**src/rtl/sps_pkg.sv**
```systemverilog
package sps_pkg;
  localparam int COORD_W = 8;
  typedef enum logic [1:0] {ST_IDLE, ST_SCAN, ST_FETCH, ST_DONE} sps_state_e;
endpackage

```
**src/rtl/sps_hit_test.sv**
```systemverilog
module sps_hit_test
  import sps_pkg::*;
(
  input  logic [COORD_W-1:0] line_i,
  input  logic [COORD_W-1:0] y_i,
  input  logic               size_i,
  input  logic               mag_i,
  output logic               hit_o,
  output logic [3:0]         row_o
);
  logic [COORD_W-1:0] diff;
  logic [5:0]         height;

  always_comb begin
    diff   = line_i - y_i;
    height = 6'd8 << ({1'b0, size_i} + {1'b0, mag_i});
    hit_o  = diff < COORD_W'(height);
    row_o  = mag_i ? diff[4:1] : diff[3:0];
  end
endmodule

```
**src/rtl/sps_slot_regs.sv**
```systemverilog
module sps_slot_regs #(
  parameter int NUM_SLOTS = 4,
  parameter int IDX_W     = 5,
  parameter int CNT_W     = 3
) (
  input  logic                              clk_i,
  input  logic                              rst_ni,
  input  logic                              clr_i,
  input  logic                              push_i,
  input  logic [IDX_W-1:0]                  push_idx_i,
  output logic [NUM_SLOTS-1:0]              vld_o,
  output logic [NUM_SLOTS-1:0][IDX_W-1:0]   idx_o,
  output logic [CNT_W-1:0]                  cnt_o,
  output logic                              full_o
);
  logic [CNT_W-1:0] cnt_q;

  assign full_o = (cnt_q == CNT_W'(NUM_SLOTS));
  assign cnt_o  = cnt_q;

  always_ff @(posedge clk_i or negedge rst_ni) begin
    if (!rst_ni)                cnt_q <= '0;
    else if (clr_i)             cnt_q <= '0;
    else if (push_i && !full_o) cnt_q <= cnt_q + 1'b1;
  end

  for (genvar g = 0; g < NUM_SLOTS; g++) begin : g_slot
    always_ff @(posedge clk_i or negedge rst_ni) begin
      if (!rst_ni) begin
        vld_o[g] <= 1'b0;
        idx_o[g] <= '0;
      end else if (clr_i) begin
        vld_o[g] <= 1'b0;
        idx_o[g] <= '0;
      end else if (push_i && cnt_q == CNT_W'(g)) begin
        vld_o[g] <= 1'b1;
        idx_o[g] <= push_idx_i;
      end
    end

    if (g > 0) begin : g_ord
      AST_SLOT_ORDER: assert property (@(posedge clk_i) disable iff (!rst_ni)
        vld_o[g] |-> vld_o[g-1]);
    end
  end

  AST_ONE_FILL: assert property (@(posedge clk_i) disable iff (!rst_ni)
    $countones(vld_o & ~$past(vld_o)) <= 1);
  AST_CNT_MATCH: assert property (@(posedge clk_i) disable iff (!rst_ni)
    $countones(vld_o) == int'(cnt_q));
  AST_CLEAR: assert property (@(posedge clk_i) disable iff (!rst_ni)
    clr_i |=> (vld_o == '0 && cnt_q == '0));
endmodule

```
**src/rtl/sps_attr_store.sv**
```systemverilog
module sps_attr_store #(
  parameter int NUM_SLOTS = 4,
  parameter int SEL_W     = 2
) (
  input  logic                          clk_i,
  input  logic                          rst_ni,
  input  logic                          clr_i,
  input  logic                          wr_i,
  input  logic [SEL_W-1:0]              wr_slot_i,
  input  logic [2:0]                    wr_byte_i,
  input  logic [7:0]                    wr_data_i,
  output logic [NUM_SLOTS-1:0][7:0]     y_o,
  output logic [NUM_SLOTS-1:0][7:0]     x_o,
  output logic [NUM_SLOTS-1:0][7:0]     name_o,
  output logic [NUM_SLOTS-1:0][7:0]     color_o,
  output logic [NUM_SLOTS-1:0][7:0]     pat_l_o,
  output logic [NUM_SLOTS-1:0][7:0]     pat_r_o
);
  localparam int NBYTES = 6;

  for (genvar g = 0; g < NUM_SLOTS; g++) begin : g_slot
    logic [NBYTES-1:0][7:0] byte_q;

    for (genvar b = 0; b < NBYTES; b++) begin : g_byte
      always_ff @(posedge clk_i or negedge rst_ni) begin
        if (!rst_ni)      byte_q[b] <= '0;
        else if (clr_i)   byte_q[b] <= '0;
        else if (wr_i && wr_slot_i == SEL_W'(g) && wr_byte_i == 3'(b))
          byte_q[b] <= wr_data_i;
      end
    end

    assign y_o[g]     = byte_q[0];
    assign x_o[g]     = byte_q[1];
    assign name_o[g]  = byte_q[2];
    assign color_o[g] = byte_q[3];
    assign pat_l_o[g] = byte_q[4];
    assign pat_r_o[g] = byte_q[5];
  end
endmodule

```
**src/rtl/sprite_line_select.sv**
```systemverilog
module sprite_line_select
  import sps_pkg::*;
#(
  parameter int                NUM_SPR   = 32,
  parameter int                NUM_SLOTS = 4,
  parameter int                ADDR_W    = 14,
  parameter logic [ADDR_W-1:0] ATTR_BASE = 'h1B00,
  parameter logic [ADDR_W-1:0] PAT_BASE  = 'h3800,
  localparam int               IDX_W     = $clog2(NUM_SPR),
  localparam int               CNT_W     = $clog2(NUM_SLOTS + 1),
  localparam int               SEL_W     = $clog2(NUM_SLOTS)
) (
  input  logic                              clk_i,
  input  logic                              rst_ni,
  input  logic                              line_start_i,
  input  logic [COORD_W-1:0]                line_i,
  input  logic                              size_i,
  input  logic                              mag_i,
  output logic                              mem_req_o,
  output logic [ADDR_W-1:0]                 mem_addr_o,
  input  logic                              mem_gnt_i,
  input  logic [7:0]                        mem_rdata_i,
  output logic                              busy_o,
  output logic                              done_o,
  output logic [NUM_SLOTS-1:0]              slot_vld_o,
  output logic [NUM_SLOTS-1:0][IDX_W-1:0]   slot_idx_o,
  output logic [NUM_SLOTS-1:0][7:0]         slot_y_o,
  output logic [NUM_SLOTS-1:0][7:0]         slot_x_o,
  output logic [NUM_SLOTS-1:0][7:0]         slot_name_o,
  output logic [NUM_SLOTS-1:0][7:0]         slot_color_o,
  output logic [NUM_SLOTS-1:0][7:0]         slot_pat_l_o,
  output logic [NUM_SLOTS-1:0][7:0]         slot_pat_r_o,
  output logic                              ovf_o,
  output logic [IDX_W-1:0]                  ovf_idx_o
);
  sps_state_e         st_q;
  logic [IDX_W-1:0]   scan_idx_q;
  logic [SEL_W-1:0]   fslot_q;
  logic [2:0]         fbyte_q;
  logic [COORD_W-1:0] line_q;
  logic               size_q, mag_q;
  logic               ovf_q;
  logic [IDX_W-1:0]   ovf_idx_q;

  logic               hit;
  logic [3:0]         row;
  logic [COORD_W-1:0] test_y;
  logic [CNT_W-1:0]   slot_cnt;
  logic               slot_full;
  logic               push, store_wr;
  logic [2:0]         last_byte;
  logic [IDX_W-1:0]   cur_idx;
  logic [7:0]         cur_name;

  assign cur_idx   = slot_idx_o[fslot_q];
  assign cur_name  = slot_name_o[fslot_q];
  assign last_byte = size_q ? 3'd5 : 3'd4;
  // scan tests the byte on the bus; fetch re-tests the stored Y to get the row
  assign test_y    = (st_q == ST_SCAN) ? mem_rdata_i : slot_y_o[fslot_q];

  sps_hit_test u_hit (
    .line_i (line_q),
    .y_i    (test_y),
    .size_i (size_q),
    .mag_i  (mag_q),
    .hit_o  (hit),
    .row_o  (row)
  );

  assign push     = !line_start_i && st_q == ST_SCAN && mem_gnt_i && hit;
  assign store_wr = !line_start_i && st_q == ST_FETCH && mem_gnt_i && slot_cnt != '0;

  sps_slot_regs #(.NUM_SLOTS(NUM_SLOTS), .IDX_W(IDX_W), .CNT_W(CNT_W)) u_slots (
    .clk_i      (clk_i),
    .rst_ni     (rst_ni),
    .clr_i      (line_start_i),
    .push_i     (push),
    .push_idx_i (scan_idx_q),
    .vld_o      (slot_vld_o),
    .idx_o      (slot_idx_o),
    .cnt_o      (slot_cnt),
    .full_o     (slot_full)
  );

  sps_attr_store #(.NUM_SLOTS(NUM_SLOTS), .SEL_W(SEL_W)) u_store (
    .clk_i     (clk_i),
    .rst_ni    (rst_ni),
    .clr_i     (line_start_i),
    .wr_i      (store_wr),
    .wr_slot_i (fslot_q),
    .wr_byte_i (fbyte_q),
    .wr_data_i (mem_rdata_i),
    .y_o       (slot_y_o),
    .x_o       (slot_x_o),
    .name_o    (slot_name_o),
    .color_o   (slot_color_o),
    .pat_l_o   (slot_pat_l_o),
    .pat_r_o   (slot_pat_r_o)
  );

  always_comb begin
    mem_addr_o = ATTR_BASE + ADDR_W'({scan_idx_q, 2'b00});
    if (st_q == ST_FETCH) begin
      if (fbyte_q < 3'd4)
        mem_addr_o = ATTR_BASE + ADDR_W'({cur_idx, fbyte_q[1:0]});
      else if (size_q)
        mem_addr_o = PAT_BASE + ADDR_W'({cur_name[7:2], fbyte_q[0], row});
      else
        mem_addr_o = PAT_BASE + ADDR_W'({cur_name, row[2:0]});
    end
  end

  assign mem_req_o = !line_start_i &&
                     (st_q == ST_SCAN || (st_q == ST_FETCH && slot_cnt != '0));
  assign busy_o    = (st_q == ST_SCAN) || (st_q == ST_FETCH);
  assign done_o    = (st_q == ST_DONE);
  assign ovf_o     = ovf_q;
  assign ovf_idx_o = ovf_idx_q;

  always_ff @(posedge clk_i or negedge rst_ni) begin
    if (!rst_ni) begin
      st_q       <= ST_IDLE;
      scan_idx_q <= '0;
      fslot_q    <= '0;
      fbyte_q    <= '0;
      line_q     <= '0;
      size_q     <= 1'b0;
      mag_q      <= 1'b0;
      ovf_q      <= 1'b0;
      ovf_idx_q  <= '0;
    end else if (line_start_i) begin
      st_q       <= ST_SCAN;
      scan_idx_q <= '0;
      fslot_q    <= '0;
      fbyte_q    <= '0;
      line_q     <= line_i;
      size_q     <= size_i;
      mag_q      <= mag_i;
      ovf_q      <= 1'b0;
      ovf_idx_q  <= '0;
    end else begin
      unique case (st_q)
        ST_SCAN: if (mem_gnt_i) begin
          if (hit && slot_full) begin
            ovf_q     <= 1'b1;
            ovf_idx_q <= scan_idx_q;
            st_q      <= ST_FETCH;
          end else if (scan_idx_q == IDX_W'(NUM_SPR - 1)) begin
            st_q <= ST_FETCH;
          end else begin
            scan_idx_q <= scan_idx_q + 1'b1;
          end
        end
        ST_FETCH: begin
          if (slot_cnt == '0) begin
            st_q <= ST_DONE;
          end else if (mem_gnt_i) begin
            if (fbyte_q == last_byte) begin
              fbyte_q <= '0;
              if (CNT_W'(fslot_q) == slot_cnt - CNT_W'(1)) st_q <= ST_DONE;
              else fslot_q <= fslot_q + 1'b1;
            end else begin
              fbyte_q <= fbyte_q + 3'd1;
            end
          end
        end
        default: ;
      endcase
    end
  end

  AST_SCAN_STEP: assert property (@(posedge clk_i) disable iff (!rst_ni)
    (st_q == ST_SCAN && mem_gnt_i && !line_start_i)
      |=> (st_q != ST_SCAN || scan_idx_q == $past(scan_idx_q) + 1'b1));
  AST_OVF_FULL: assert property (@(posedge clk_i) disable iff (!rst_ni)
    ovf_q |-> (slot_full && st_q != ST_SCAN));
  AST_ADDR_HOLD: assert property (@(posedge clk_i) disable iff (!rst_ni)
    (mem_req_o && !mem_gnt_i && !line_start_i)
      |=> (line_start_i || (mem_req_o && $stable(mem_addr_o))));
  AST_DONE_QUIET: assert property (@(posedge clk_i) disable iff (!rst_ni)
    (done_o && !line_start_i) |=> (done_o || busy_o));
endmodule

```
**config.mk**
```make
export PLATFORM = sky130hd
export DESIGN_NAME = sprite_line_select
export DESIGN_NICKNAME = d
export VERILOG_FILES = /design/src/rtl/sps_pkg.sv /design/src/rtl/sps_hit_test.sv /design/src/rtl/sps_slot_regs.sv /design/src/rtl/sps_attr_store.sv /design/src/rtl/sprite_line_select.sv
export SDC_FILE = /design/constraint.sdc
export NUM_CORES = 1
export LEC_CHECK = 0
export ABC_CLOCK_PERIOD_IN_PS = 6200
export BUFFER_PORTS_ARGS = -buffer_cell sky130_fd_sc_hd__buf_2
export CAP_MARGIN = 40
export CORE_AREA = 3 3 152 154
export DETAILED_ROUTE_END_ITERATION = 6
export DIE_AREA = 0 0 155 157
export PLACE_DENSITY = 0.84
export SLEW_MARGIN = 10
export SYNTH_ARGS = -nofsm -noshare
export SYNTH_HDL_FRONTEND = slang
export SYNTH_SLANG_ARGS = --single-unit
export TNS_END_PERCENT = 100
```
**constraint.sdc**
```tcl
create_clock -name clk_i -period 6.2 [get_ports clk_i]
set_clock_uncertainty 0.2 [all_clocks]
set_input_delay 0.93 -clock clk_i [delete_from_list [all_inputs] [get_ports clk_i]]
set_output_delay 0.93 -clock clk_i [all_outputs]
set_load 0.01 [all_outputs]
```
==> impl_metrics.toml, run 1 <==
[drt]
drt_pre_antenna_iters = 5
routed-wl-met3_mm = 3.32
wire_per_inst_um = 21.5
top_layer = "met5"
via_per_inst = 5.95
route.detailed.drc = 0
drt_wl_total_mm = 36.0
drt_first_iter_violations = 1046
wl_met2_mm = 16.9
vias = 9961
ant_nets = 0
wl_met1_mm = 14.4

[worst_setup_path]
worstPathRequired_ns = 5.07
endpoint_kind = "output pin"
worstSetupPathType = "flip-flop to output pin"
rrSetupSlack_ns = 1.01
crit_path_max_fanout = 10
worstSetupStartpointType = "flip-flop"
critPathArrivalTime_ns = 4.11

[timing]
period_share_pct = 84.5
slew_violations = 0
fin_tns_setup_ns = 0
setup_viol = 0
max_freq_mhz = 191
period_minus_slack_ns = 5.24
rsz0062_at_grt = "no"
hold_violations = 0
worst_pin_slew_ns = 0.873
max-slew-margin-rel_pct = 41.6

[floorplanning]
initial_core_util_pct = 54.7
coreArea_mm2 = 0.0218
io-pin-count = 261
die_w_um = 155
die_area_mm2 = 0.0243
rows = 54
die_h_um = 157

[clocking]
ctsHoldBuffers = 0
cts_max_level = 1
cts.sinks = 247
root_buffer = "clkbuf_16"
clock_latency_ns = 0.54
clk_path_buf_depth = 3
cts_made_buffers = 26
clkTransAtPathRegs_ns = 0.06
cts_tree = "built"
cts_resized = 0
postCtsSetupBuffers = 0

[final_layout]
final_cell_mix = "buf_2 (256), dfrtp_1 (247), nor2_1 (161)"
area_delta_synth_final_pct = 20.0
antenna-diode-count = 0
stdcell_area_mm2 = 0.0143
nets = 1434
drive_above_1_share_pct = 26.1
final_common_cell = "buf_2"
finalNonFillerCells = 1675

[synth]
postSynthCellCount = 1168
synth_edf_count = 0
yosysSeqAreaShare_pct = 51.8
synth.distinct_cells = 57
async_flop_share_pct = 100
ys_ff_latch = 247
synth_area_mm2 = 0.0119
ys_warn_count = 0
syn_avg_cell_area_um2 = 10.2
synthFlopType = "dfrtp_1"

[placed_design]
dp.cells = 1631
hpwl_mm = 23.9
port_buffers = 258
placed_area_mm2 = 0.0134
place_congestion = 0.884

[global_route]
grt_max_degree = 146
grt_pass1_wl_mm = 56.7
antenna_found_initial = 1
grt_pass1_vias = 10000
grt.total_usage_pct = 29.1
grt_overflow = 0

[pwr]
leakagePower_nw = 7.64
peakVddDrop_uv = 179
p_per_area_mw_per_mm2 = 263
finalPower_w = 0.00377

[run]
maxCapViolations = 0

[hold_path]
hold_path.class = "input port to async pin"

[status]
status = "finished clean"
==> report_power, final <==
part           switching (W)  total [W]  internal, W
Sequential         0.0000214    0.00165      0.00163
Clock               0.000635    0.00165      0.00101
Combinational       0.000323   0.000471     0.000148
==> metrics by stage <==
step                      setup slack, ns  hold WS (ns)  util (%)
after floorplan                      1.18         0.287         -
after global placement               1.30         0.279      61.2
after detailed placement             1.17         0.297      61.4
after CTS                           0.984         0.252      65.6
after global routing                0.641         0.268      65.6
final                               0.961         0.195      65.6
==> final timing paths <==
path / start / to / cells after the start
worst max-delay path: fslot_q[0] / mem_addr_o[3] / 11
worst min-delay path: rst_ni / u_store.pat_r_o[28] / 1
worst max register to register: fslot_q[0] / u_slots.idx_o[10] / 14
worst min register to register: u_slots.vld_o[0] / u_slots.vld_o[0] / 2
max in group asynchronous: rst_ni / u_store.y_o[22] / 2
min in group clk_i: u_slots.vld_o[0] / u_slots.vld_o[0] / 2
==> cells in the mapped netlist, drive strengths merged, types with 2 or more instances <==
library cell | count | share of area [%]
o21ai | 14 | 0.59
nand2b | 4 | 0.21
a211oi | 4 | 0.25
or2 | 3 | 0.16
dfrtp | 247 | 52
nor4 | 6 | 0.94
nor2b | 9 | 0.47
ha | 32 | 3.4
inv | 24 | 0.75
mux2i | 135 | 11
a31oi | 2 | 0.10
o211ai | 2 | 0.13
xnor2 | 6 | 0.44
nand4b | 2 | 0.15
mux2 | 9 | 0.88
nand2 | 138 | 4.3
and2 | 4 | 0.21
nor2 | 161 | 5.1
buf | 13 | 0.66
a21o | 3 | 0.19
nand3 | 109 | 4.6
xor2 | 3 | 0.22
or3 | 2 | 0.10
and3 | 2 | 0.15
nor3 | 6 | 0.48
clkbuf | 83 | 2.7
a21oi | 110 | 4.7
mux4 | 21 | 4.0
==> flip-flops by register name (all words and copies together) (netlist names) <==
name	flops
u_store.x_o	32
line_q	8
u_slots.cnt_o	3
scan_idx_q	5
st_q	2
fslot_q	2
u_store.pat_l_o	32
u_store.y_o	32
mag_q	1
ovf_idx_o	5
u_slots.vld_o	4
u_slots.idx_o	20
u_store.color_o	32
size_q	1
u_store.name_o	32
fbyte_q	3
ovf_o	1
u_store.pat_r_o	32
==> per-layer routing <==
layer	global-route usage, %	vias up
li1	-	4392
met1	39.2	4940
met2	46.3	515
met3	7.01	112
met4	10.7	2
met5	0	-
==> worst max-delay path, stage by stage, from the launching register on <==
cell      delay (ns)
dfrtp_1         0.65
mux4_2          0.56
mux2i_1         0.30
ha_1            0.30
nor2b_1         0.14
o211a_1         0.25
a211oi_1        0.38
mux2i_1         0.18
a211oi_1        0.33
a21oi_1         0.09
a21oi_1         0.22
buf_2           0.17
==> cell type report <==
class                           count  area [µm²]
Multi-Input combinational cell    801        5270
Clock buffer                       36         758
Fill cell                        1711        7500
Sequential cell                   247        6180
Timing Repair Buffer              278        1510
Tap cell                          280         350
Inverter                           25        93.8
Clock inverter                      8         151
==> kinds of logic (layout without fill, tap and decap cells) <==
kind of cell / after synthesis / after routing / share of synthesized area [%]
and+or+nand+nor: 448 / 448 / 17.0
DFF: 247 / 247 / 51.8
muxes: 165 / 165 / 16.2
AOI/OAI and AO/OA: 144 / 144 / 6.67
buffers and inverters: 121 / 347 / 4.12
adders and majority gates: 33 / 33 / 3.52
xor gates and xnor gates: 9 / 9 / 0.661
other: 1 / 2 / 0.0314
Power figures use the tool's default switching activity.
==> run 2, diff against run 1 <==
--- a/config.mk
+++ b/config.mk
@@ -5,7 +5,7 @@
 export SDC_FILE = /design/constraint.sdc
 export NUM_CORES = 1
 export LEC_CHECK = 0
-export ABC_CLOCK_PERIOD_IN_PS = 6200
+export ABC_CLOCK_PERIOD_IN_PS = 5400
 export BUFFER_PORTS_ARGS = -buffer_cell sky130_fd_sc_hd__buf_2
 export CAP_MARGIN = 40
 export CORE_AREA = 3 3 152 154
==> constraint.sdc (replaced) <==
create_clock -name clk_i -period 5.4 [get_ports clk_i]
set_clock_uncertainty 0.2 [all_clocks]
set_input_delay 0.81 -clock clk_i [delete_from_list [all_inputs] [get_ports clk_i]]
set_output_delay 0.81 -clock clk_i [all_outputs]
set_load 0.01 [all_outputs]
==> run 2 against run 1 <==
Compared with the run above: sequential share of layout area grew 0.40 points; critical path type is now flip-flop to flip-flop; die area is the same; utilization shrank 0.61 points.
==> impl_metrics.toml, run 2 (synthesis gave the netlist of run 1 again) <==
[floorplanning]
initial_core_util_pct = 54.7
die_h_um = 157
coreArea_mm2 = 0.0218
io-pin-count = 261
die_w_um = 155
rows = 54
die_area_mm2 = 0.0243

[final_layout]
drive_above_1_share_pct = 25.9
utilization_pct = 65.0
fillers = 1723
finalNonFillerCells = 1678
area_delta_synth_final_pct = 18.9
final_cell_mix = "buf_2 (256), dfrtp_1 (247), nor2_1 (161)"
seqCellArea_mm2 = 0.00618
nets = 1435
multi_input_area_mm2 = 0.00527
final_common_cell = "buf_2"
stdcell_area_mm2 = 0.0142

[drt]
drt_wl_total_mm = 35.4
route.detailed.drc = 0
drt_first_iter_violations = 1095
drt_pre_antenna_iters = 5
wire_per_inst_um = 21.1
via_per_inst = 5.86
vias = 9835
ant_nets = 0

[timing]
period_share_pct = 91.4
max_freq_mhz = 203
whs_ns = 0.0940
rsz0062_at_grt = "no"
slew_violations = 0
hold_violations = 0
fin_tns_setup_ns = 0
max-slew-margin-rel_pct = 44.4
period_minus_slack_ns = 4.94
worst_pin_slew_ns = 0.834
setup_viol = 0

[clocking]
postCtsSetupBuffers = 0
clkTransAtPathRegs_ns = 0.07
clk_path_buf_depth = 3
root_buffer = "clkbuf_16"
cts_max_level = 1
cts_resized = 0
cts.sinks = 247
cts_tree = "built"
clock_latency_ns = 0.53
ctsHoldBuffers = 0
cts_made_buffers = 26

[worst_setup_path]
critPathArrivalTime_ns = 5.14
path_cells = "inv_1 > ha_1 > inv_2 > mux2i_1 > ha_1 > nor2b_1 > o211a_1 > a211oi_1 > ha_1 > o21ai_0 > a21oi_1 > nor4bb_1 > nor2_1 > buf_4 > nor4_4 > nor3_2 > mux2_4"
worstPathRequired_ns = 5.61
path_common_cell = "ha_1"
endpoint_kind = "flip-flop"
worstSetupStartpointType = "flip-flop"
crit_slowest_cell = "a211oi_1"
worstSetupPathType = "flip-flop to flip-flop"
slowest_delay_ns = 0.41
crit_path_max_fanout = 9

[run]
maxCapViolations = 0

[global_route]
grt_pass1_vias = 9589
antenna_found_initial = 2
grt_pass1_wl_mm = 55.0
grt_max_degree = 146
grt.total_usage_pct = 28.3
grt_overflow = 0

[placed_design]
placed_area_mm2 = 0.0134
hpwl_mm = 24.2
dp.cells = 1632
place_congestion = 0.918
port_buffers = 258

[status]
status = "finished clean"

[pwr]
leakagePower_nw = 7.57
p_per_area_mw_per_mm2 = 291
peakVddDrop_uv = 274

[hold_path]
hold_path.class = "input port to async pin"
==> run 2: final cells by class <==
cell class	instances	share of cell area [%]
Tap cell	280	2.47
Antenna cell	1	0.0176
Multi-Input combinational cell	801	37.2
Clock inverter	6	0.335
Sequential cell	247	43.6
Inverter	25	0.661
Clock buffer	39	5.35
Timing Repair Buffer	279	10.4
==> run 2: power by group <==
part           switching [W]  internal, W  leakage, nW  total [W]
clock               0.000713     0.000968        0.395    0.00168
combinational       0.000372     0.000175         3.75   0.000548
sequential         0.0000253      0.00187         3.43    0.00189
total                0.00111      0.00301         7.57    0.00412
==> run 2: metrics by stage <==
step	power [W]	setup slack [ns]
4_1_cts	0.00414	0.522
2_1_floorplan	0.00229	0.383
5_1_grt	0.00428	0.0653
3_3_place_gp	0.00245	0.700
6_report	0.00412	0.463
3_5_place_dp	0.00247	0.583
==> run 2: routing by layer <==
metal	global-route usage [%]	routed length, µm	vias to the layer above
met2	45.1	16600	508
li1	-	-	4408
met3	7.09	3480	85
met4	8.41	1120	4
met1	38.8	14100	4830
met5	0	27	-
==> run 2: critical path: cells and delay by family (launching register included) <==
| family | cells | cell delay (ns) |
|---|---|---|
| and+or+nand+nor | 5 | 1.26 |
| adders and majority gates | 3 | 0.90 |
| buffers and inverters | 3 | 0.53 |
| AOI/OAI and AO/OA | 4 | 0.90 |
| DFF | 1 | 0.39 |
| muxes | 2 | 0.64 |
==> run 2: worst paths after layout <==
path | from | end | slack, ns | cells after the start
min in group clk_i | line_i[0] | line_q[0] | 0.30 | 3
min reg2reg | u_slots.vld_o[0] | u_slots.vld_o[0] | 0.30 | 2
max reg2reg | st_q[1] | scan_idx_q[0] | 0.46 | 17
max in group asynchronous | rst_ni | u_store.x_o[20] | 3.65 | 2
min | rst_ni | u_store.pat_r_o[28] | 0.09 | 1
max | st_q[1] | scan_idx_q[0] | 0.46 | 17
==> run 3, diff against run 2 <==
--- a/config.mk
+++ b/config.mk
@@ -8,10 +8,10 @@
 export ABC_CLOCK_PERIOD_IN_PS = 5400
 export BUFFER_PORTS_ARGS = -buffer_cell sky130_fd_sc_hd__buf_2
 export CAP_MARGIN = 40
-export CORE_AREA = 3 3 152 154
+export CORE_AREA = 3 3 181 130
 export DETAILED_ROUTE_END_ITERATION = 6
-export DIE_AREA = 0 0 155 157
-export PLACE_DENSITY = 0.84
+export DIE_AREA = 0 0 184 133
+export PLACE_DENSITY = 0.83
 export SLEW_MARGIN = 10
 export SYNTH_ARGS = -nofsm -noshare
 export SYNTH_HDL_FRONTEND = slang
==> run 3 against run 2 <==
Compared with the run above: non-clock buffer count is 2 higher; worst hold slack better by 0.084 ns; sequential share of layout area is 0.14 points higher; die area is 0.56% higher; largest power group unchanged.
==> impl_metrics.toml, run 3 (synthesis gave the netlist of run 1 again) <==
[status]
status = "finished clean"

[final_layout]
nets = 1435
area_delta_synth_final_pct = 18.5
final_common_cell = "buf_2"
final_cell_mix = "buf_2 (256), dfrtp_1 (247), nor2_1 (161)"
fillers = 1740
drive_above_1_share_pct = 25.7

[global_route]
grt_max_degree = 135
grt_pass1_wl_mm = 56.0
grt_pass1_vias = 9793
grt.total_usage_pct = 28.8
antenna_found_initial = 3
grt_overflow = 0

[drt]
ant_nets = 0
vias = 9930
drt_pre_antenna_iters = 6
via_per_inst = 5.92
route.detailed.drc = 0
wire_per_inst_um = 21.5
drt_wl_total_mm = 36.1
drt_first_iter_violations = 1008

[worst_setup_path]
crit_slowest_cell = "nor4_4"
worstSetupStartpointType = "flip-flop"
critPathArrivalTime_ns = 5.05
crit_path_max_fanout = 9
path_cells = "inv_1 > ha_1 > inv_2 > mux2i_1 > ha_1 > nor2b_1 > o211a_1 > o31ai_1 > nand2b_1 > xor2_1 > ha_1 > nor2_1 > a21oi_1 > nor4bb_1 > nor2_1 > nor4_4 > mux2i_1 > nor2_1"
endpoint_kind = "flip-flop"
slowest_delay_ns = 0.56
worstPathRequired_ns = 5.56
worstSetupPathType = "flip-flop to flip-flop"

[timing]
fin_tns_setup_ns = 0
max_freq_mhz = 205
whs_ns = 0.178
period_minus_slack_ns = 4.89
rsz0062_at_grt = "no"
hold_violations = 0
worst_pin_slew_ns = 1.03
max-slew-margin-rel_pct = 31.5
setup_slack_ns = 0.512
slew_violations = 0
period_share_pct = 90.5
setup_viol = 0

[placed_design]
place_ws_ns = 0.632
port_buffers = 258
place_congestion = 0.911
hpwl_mm = 24.4

[clocking]
cts.sinks = 247
clock_latency_ns = 0.53
clkTransAtPathRegs_ns = 0.07
postCtsSetupBuffers = 0
cts_resized = 0
cts_max_level = 1
root_buffer = "clkbuf_16"
cts_tree = "built"
clk_path_buf_depth = 3
ctsHoldBuffers = 0
cts_made_buffers = 24

[floorplanning]
coreArea_mm2 = 0.0217
die_h_um = 133
rows = 45
die_w_um = 184
die_area_mm2 = 0.0245
io-pin-count = 261
initial_core_util_pct = 54.9

[pwr]
leakagePower_nw = 7.55
peakVddDrop_uv = 227
p_per_area_mw_per_mm2 = 284

[run]
maxCapViolations = 0

[hold_path]
hold_path.class = "input port to async pin"
run 3: layout make-up:
| type | count | area, µm² | area share, % |
|---|---|---|---|
| diodes | 1 | 2.50 | 0.0177 |
| multi-input cells | 801 | 5270 | 37.3 |
| clock buffers | 36 | 696 | 4.92 |
| repair buffers | 281 | 1510 | 10.7 |
| clock inverters | 3 | 30.0 | 0.212 |
| flip-flops and latches | 247 | 6180 | 43.7 |
| inverters | 25 | 93.8 | 0.664 |
| well taps | 282 | 353 | 2.50 |
run 3: routing by layer:
layer | vias up | share of wire (%) | global-route usage, % | wire length [µm]
met1 | 4886 | 40 | 40.4 | 14500
met5 | - | 0.064 | 0 | 23
met3 | 102 | 12 | 9.48 | 4280
met4 | 4 | 3.6 | 9.57 | 1300
met2 | 551 | 44 | 42.5 | 16000
li1 | 4387 | - | - | -
run 3: power by group:
part	internal, W	switching [W]
Combinational	0.000170	0.000365
Clock	0.000886	0.000706
Sequential	0.00187	0.0000219
Total	0.00292	0.00109
run 3: worst max-delay path: cells and delay by family (launching register included):
kind | cells | cell delay (ns)
AO/OA/AOI/OAI | 3 | 0.54
XOR/XNOR | 1 | 0.15
adder cells (fa/ha/maj) | 3 | 0.85
buffers and inverters | 2 | 0.30
flip-flops | 1 | 0.38
multiplexers | 2 | 0.63
AND/OR/NAND/NOR | 7 | 1.68
run 3: metrics by stage:
| step | utilization (%) | power (W) | cells | area (µm²) |
|---|---|---|---|---|
| 2_1_floorplan | - | 0.00229 | 1169 | 11900 |
| 3_3_place_gp | 61.6 | 0.00244 | 1635 | 13400 |
| 3_5_place_dp | 61.7 | 0.00245 | 1636 | 13400 |
| 4_1_cts | 65.0 | 0.00403 | 1675 | 14100 |
| 5_1_grt | 65.1 | 0.00416 | 1676 | 14100 |
| 6_report | 65.1 | 0.00402 | 1676 | 14100 |
run 3: final timing paths:
check | endpoint | depth (start not counted) | start | slack [ns]
setup / recovery | u_slots.idx_o[9] | 18 | st_q[1] | 0.51
hold / removal | ovf_idx_o[4] | 1 | rst_ni | 0.18
setup reg to reg | u_slots.idx_o[9] | 18 | st_q[1] | 0.51
hold reg to reg | u_slots.vld_o[3] | 2 | u_slots.vld_o[3] | 0.30
max in group asynchronous | u_store.color_o[6] | 2 | rst_ni | 3.75
min in group clk_i | u_slots.vld_o[3] | 2 | u_slots.vld_o[3] | 0.30
